==> src/rtl/lvd_pkg.sv <==
package lvd_pkg;
  localparam int NUM_FLAGS = 3;
  localparam int FLG_RISE  = 0;
  localparam int FLG_DROP  = 1;
  localparam int FLG_OVF   = 2;

  localparam int BIT_RISE  = 0;
  localparam int BIT_DROP  = 1;
  localparam int BIT_REF   = 3;
  localparam int BIT_OVF   = 7;
  localparam logic [7:0] SPARE_MASK = 8'h74;

  // comparator vector index
  localparam int CMP_DROP  = 0;
  localparam int CMP_RISE  = 1;
  localparam int CMP_RST   = 2;
  localparam int NUM_CMP   = 3;

  function automatic int flag_pos(input int idx);
    case (idx)
      FLG_RISE: return BIT_RISE;
      FLG_DROP: return BIT_DROP;
      default:  return BIT_OVF;
    endcase
  endfunction

  function automatic logic flag_next(input logic cur, input logic set, input logic clr);
    return set | (cur & ~clr);
  endfunction

  function automatic logic [7:0] pack_reg(input logic [NUM_FLAGS-1:0] flg,
                                          input logic refsel,
                                          input logic [7:0] spare);
    logic [7:0] v;
    v = spare & SPARE_MASK;
    v[BIT_REF]  = refsel;
    v[BIT_RISE] = flg[FLG_RISE];
    v[BIT_DROP] = flg[FLG_DROP];
    v[BIT_OVF]  = flg[FLG_OVF];
    return v;
  endfunction
endpackage

==> src/rtl/lvd_sync.sv <==
module lvd_sync #(
  parameter int W      = 3,
  parameter int STAGES = 2
) (
  input  logic         clk,
  input  logic         rst_n,
  input  logic [W-1:0] d,
  output logic [W-1:0] q,
  output logic [W-1:0] q_d
);
  logic [W-1:0] chain [STAGES+1];

  always_ff @(posedge clk or negedge rst_n) begin
    if (!rst_n) begin
      for (int i = 0; i <= STAGES; i++) chain[i] <= '0;
    end else begin
      chain[0] <= d;
      for (int i = 1; i <= STAGES; i++) chain[i] <= chain[i-1];
    end
  end

  assign q   = chain[STAGES-1];
  assign q_d = chain[STAGES];
endmodule

==> src/rtl/lvd_seq.sv <==
module lvd_seq (
  input  logic clk,
  input  logic rst_n,
  input  logic below_drop_s,
  input  logic below_drop_d,
  input  logic above_rise_s,
  input  logic above_rise_d,
  input  logic below_reset_s,
  input  logic rise_en,
  output logic drop_evt,
  output logic rise_evt,
  output logic armed
);
  logic rise_edge;

  assign drop_evt  = below_drop_s & ~below_drop_d;
  assign rise_edge = above_rise_s & ~above_rise_d;
  assign rise_evt  = armed & rise_edge & ~below_reset_s;

  always_ff @(posedge clk or negedge rst_n) begin
    if (!rst_n)             armed <= 1'b0;
    else if (below_reset_s) armed <= 1'b0;
    else if (drop_evt)      armed <= rise_en;
    else if (rise_evt)      armed <= 1'b0;
  end
endmodule

==> src/rtl/lvd_flag_bit.sv <==
module lvd_flag_bit import lvd_pkg::*; (
  input  logic clk,
  input  logic rst_n,
  input  logic set_i,
  input  logic rd_hit,
  input  logic wr_hit,
  input  logic wbit,
  output logic flag,
  output logic seen,
  output logic clr
);
  assign clr = wr_hit & ~wbit & seen;

  always_ff @(posedge clk or negedge rst_n) begin
    if (!rst_n) begin
      flag <= 1'b0;
      seen <= 1'b0;
    end else begin
      flag <= flag_next(flag, set_i, clr);
      if (wr_hit)               seen <= 1'b0;
      else if (rd_hit && flag)  seen <= 1'b1;
    end
  end
endmodule

==> src/rtl/lvd_status_reg.sv <==
module lvd_status_reg import lvd_pkg::*; #(
  parameter int              ADDR_W      = 8,
  parameter int              DATA_W      = 8,
  parameter logic [ADDR_W-1:0] REG_ADDR  = 8'h87,
  parameter int              SYNC_STAGES = 2
) (
  input  logic              clk,
  input  logic              por_n,
  input  logic              lvd_rst_n,
  input  logic              sys_rst_n,
  input  logic              bus_sel,
  input  logic              bus_rd,
  input  logic              bus_wr,
  input  logic [ADDR_W-1:0] bus_addr,
  input  logic [DATA_W-1:0] bus_wdata,
  output logic [DATA_W-1:0] bus_rdata,
  input  logic              cmp_below_drop,
  input  logic              cmp_above_rise,
  input  logic              cmp_below_reset,
  input  logic              rise_det_en,
  input  logic              stab_cnt_ovf,
  output logic              ref_ext_sel
);
  logic flag_rst_n, ctl_rst_n;
  assign flag_rst_n = por_n & lvd_rst_n;
  assign ctl_rst_n  = por_n & sys_rst_n;

  logic hit, rd_hit, wr_hit;
  assign hit    = bus_sel && (bus_addr == REG_ADDR);
  assign rd_hit = hit && bus_rd;
  assign wr_hit = hit && bus_wr;

  // comparator synchronizers
  logic [NUM_CMP-1:0] cmp_raw, cmp_s, cmp_d;
  assign cmp_raw[CMP_DROP] = cmp_below_drop;
  assign cmp_raw[CMP_RISE] = cmp_above_rise;
  assign cmp_raw[CMP_RST]  = cmp_below_reset;

  lvd_sync #(.W(NUM_CMP), .STAGES(SYNC_STAGES)) u_sync (
    .clk(clk), .rst_n(por_n), .d(cmp_raw), .q(cmp_s), .q_d(cmp_d)
  );

  // event sequencing
  logic drop_evt, rise_evt, armed;
  logic below_reset_s;
  assign below_reset_s = cmp_s[CMP_RST];

  lvd_seq u_seq (
    .clk(clk), .rst_n(flag_rst_n),
    .below_drop_s(cmp_s[CMP_DROP]), .below_drop_d(cmp_d[CMP_DROP]),
    .above_rise_s(cmp_s[CMP_RISE]), .above_rise_d(cmp_d[CMP_RISE]),
    .below_reset_s(below_reset_s), .rise_en(rise_det_en),
    .drop_evt(drop_evt), .rise_evt(rise_evt), .armed(armed)
  );

  // sticky flags
  logic [NUM_FLAGS-1:0] set_vec, flags, seen, clr_vec;
  assign set_vec[FLG_RISE] = rise_evt;
  assign set_vec[FLG_DROP] = drop_evt;
  assign set_vec[FLG_OVF]  = stab_cnt_ovf;

  for (genvar g = 0; g < NUM_FLAGS; g++) begin : g_flag
    lvd_flag_bit u_flag (
      .clk(clk), .rst_n(flag_rst_n), .set_i(set_vec[g]),
      .rd_hit(rd_hit), .wr_hit(wr_hit), .wbit(bus_wdata[flag_pos(g)]),
      .flag(flags[g]), .seen(seen[g]), .clr(clr_vec[g])
    );
  end

  // control and spare storage
  logic [DATA_W-1:0] spare_q;
  logic              refsel_q;

  always_ff @(posedge clk or negedge ctl_rst_n) begin
    if (!ctl_rst_n) begin
      spare_q  <= '0;
      refsel_q <= 1'b0;
    end else if (wr_hit) begin
      spare_q  <= bus_wdata & SPARE_MASK;
      refsel_q <= bus_wdata[BIT_REF];
    end
  end

  assign ref_ext_sel = refsel_q;
  assign bus_rdata   = rd_hit ? pack_reg(flags, refsel_q, spare_q) : '0;
endmodule

==> config.mk <==
export PLATFORM = sky130hd
export DESIGN_NAME = lvd_status_reg
export DESIGN_NICKNAME = d
export VERILOG_FILES = /design/src/rtl/lvd_pkg.sv /design/src/rtl/lvd_sync.sv /design/src/rtl/lvd_seq.sv /design/src/rtl/lvd_flag_bit.sv /design/src/rtl/lvd_status_reg.sv
export SDC_FILE = /design/constraint.sdc
export NUM_CORES = 1
export LEC_CHECK = 0
export BUFFER_PORTS_ARGS = -buffer_cell sky130_fd_sc_hd__buf_2
export CELL_PAD_IN_SITES_DETAIL_PLACEMENT = 2
export CELL_PAD_IN_SITES_GLOBAL_PLACEMENT = 2
export CORE_MARGIN = 4
export CORE_UTILIZATION = 29
export CTS_BUF_LIST = sky130_fd_sc_hd__clkbuf_16
export DETAILED_ROUTE_END_ITERATION = 6
export PLACE_DENSITY_LB_ADDON = 0.1
export SLEW_MARGIN = 0
export SYNTH_ARGS = -nofsm -noshare
export SYNTH_HDL_FRONTEND = slang
export SYNTH_HIERARCHICAL = 1
export SYNTH_SLANG_ARGS = --single-unit
==> constraint.sdc <==
create_clock -name clk -period 2 [get_ports clk]
set_clock_uncertainty 0.1 [all_clocks]
set_input_delay 0.4 -clock clk [delete_from_list [all_inputs] [get_ports clk]]
set_output_delay 0.4 -clock clk [all_outputs]
set_load 0.03 [all_outputs]
==> metrics.cfg <==
[timing]
hold_slack_ps = -2.38
drv_slew = 0
relSlewSlack = 0.776
fmax_mhz = 511
setup_viol = 0
final-hold-violation-count = 5
worst_pin_slew_ps = 336
fin_crit_ps = 1960
timing.final.crit_share = 0.978
rsz0062_at_grt = true

[floorplan]
core_area_um2 = 2830
rows = 19
dieWidth_um = 63.0
die_h_um = 63.0
start_util = 0.310
num_io_pins = 37
dieArea_um2 = 3970

[synth]
syn_inst = 67
synth_fp_nets = 95
synth_area_um2 = 877
syn_avg_cell_area_um2 = 13.1
yosys_warnings = 6

[final_layout]
fill_cells = 288
drive_above_1_share = 0.583
final_net_count = 137
design_area_um2 = 1280
n_antenna_cell = 0
area_delta_synth_final_pct = 46.2

[clock_tree]
cts.path.max_buffers = 2
clock-sinks = 20
clockRootBuffer = clkbuf_16
clock_latency_ps = 250
clkSlewWorstSetupHoldPaths_ps = 60
cts_tree = done
numCtsBuffers = 3
htree_levels = 1

[drt]
route.detailed.drc = 0
ant_nets = 0
vias = 667
vias_per_cell = 4.80
firstDrtPassIters = 4
wl_per_cell_um = 16.9
wirelength_um = 2340
drt_iter0_markers = 7

[outcome]
status = finished, violations left
violations = hold timing

[global_route]
grt_pass1_vias = 800
grt_overflow = 0
grt_usage = 0.126
antenna_found_initial = 0
grt_pass1_wl_um = 3790
grt_max_degree = 13

[placed_design]
portBuffers = 36
hpwl_um = 1650
globalplace.congestion = 0.687
place_area_um2 = 1070

[pwr]
power_density_nw_per_um2 = 820
ir_worst_vdd_uv = 462
p_leak_nw = 0.651

[setup_path]
rrSetupSlack_ps = 800
path_max_fanout = 6
setup.worst_path.start_class = primary input
reg2reg_depth = 2
required_ps = 1500
cp.arrival_ps = 1460
endpoint_kind = primary output
path_class = primary input to primary output

[flow_run]
cap_violations = 0

[hold_path]
min-delay-path-class = primary input to asynchronous set/reset pin

[cell usage in the layout (no fill, tap or decap)]
master and n:
and2b_1 1, dfrtp_1 20, or4bb_1 1, and2_1 3, clkbuf_16 3, buf_4 7, buf_2 27, dlygate4sd3_1 1
nand4b_1 3, or4_4 1, and4bb_2 1, o41ai_2 1, inv_1 2, buf_6 8, and2_4 7, a21o_1 3
or2_4 1, nor3_2 1, a21oi_1 3, nor3_1 1, bufinv_16 1, nand3b_1 4, mux2_4 5, nor2_1 3
[repair_timing]
item | in CTS | in global routing
gates resized for setup | 7 | 17
endpoints found under the setup margin | 7 | 8
pin swaps | 0 | 5
hold endpoints to repair | 8 | 0
hold buffers | 1 | 0
setup buffers | 0 | 3
[worst max-delay path, cell delays in order]
cell and delay, ps:
buf_6 90, nand4b_1 230, nor3_2 280, buf_4 180
and2_1 120, buf_4 150
[report_power, final]
part | switching, mW | total [mW] | internal, mW
registers | 0.0116 | 0.435 | 0.423
logic | 0.0279 | 0.0654 | 0.0375
clock network | 0.154 | 0.551 | 0.397
total | 0.194 | 1.05 | 0.858
[path summary, 6_finish.rpt]
path / startpoint / to
min reg2reg: u_sync/chain[8] / u_sync/q[2]
min in group clk: cmp_below_reset / u_sync/chain[8]
max in group asynchronous: por_n / g_flag[2].u_flag/flag
max reg2reg: u_sync/q[2] / u_seq/armed
min: sys_rst_n / spare_q[2]
max: bus_addr[3] / bus_rdata[1]
[sequential cells by signal, summed over array words and instances (netlist names)]
register,cells
spare_q,4
u_sync/q_d,2
u_seq/armed,1
g_flag.u_flag/flag,3
g_flag.u_flag/seen,3
u_sync/q,3
u_sync/chain,3
ref_ext_sel,1
[area by class of cell]
| class | count | area (um^2) | share of cell area |
|---|---|---|---|
| multi-input cells | 39 | 343 | 0.267 |
| flip-flops and latches | 20 | 500 | 0.390 |
| well taps | 31 | 38.8 | 0.0302 |
| clock buffers | 3 | 75.1 | 0.0585 |
| inverters | 2 | 7.51 | 0.00585 |
| repair buffers | 43 | 288 | 0.224 |
| clock inverters | 1 | 30.0 | 0.0234 |
[stage by stage]
stage | total power, mW | setup WS [ps] | TNS (ps) | std cells | utilization
finish | 1.05 | 43.9 | 0 | 139 | 0.453
global route | 1.10 | -50.1 | -345 | 139 | 0.453
CTS | 1.07 | 0.603 | 0 | 136 | 0.427
detailed placement | 0.503 | 31.8 | 0 | 131 | 0.380
global placement | 0.499 | 66.8 | 0 | 131 | 0.380
floorplan | 0.470 | 149 | 0 | 67 | -
[metal layers]
| layer | GRT usage | up-vias | wire length [um] |
|---|---|---|---|
| li1 | - | 307 | - |
| met1 | 0.122 | 330 | 808 |
| met2 | 0.237 | 24 | 1340 |
| met3 | 0.0360 | 6 | 147 |
| met4 | 0.0661 | 0 | 52 |
| met5 | 0 | - | 0 |
Note: power is estimated with default switching activity, not from simulation.
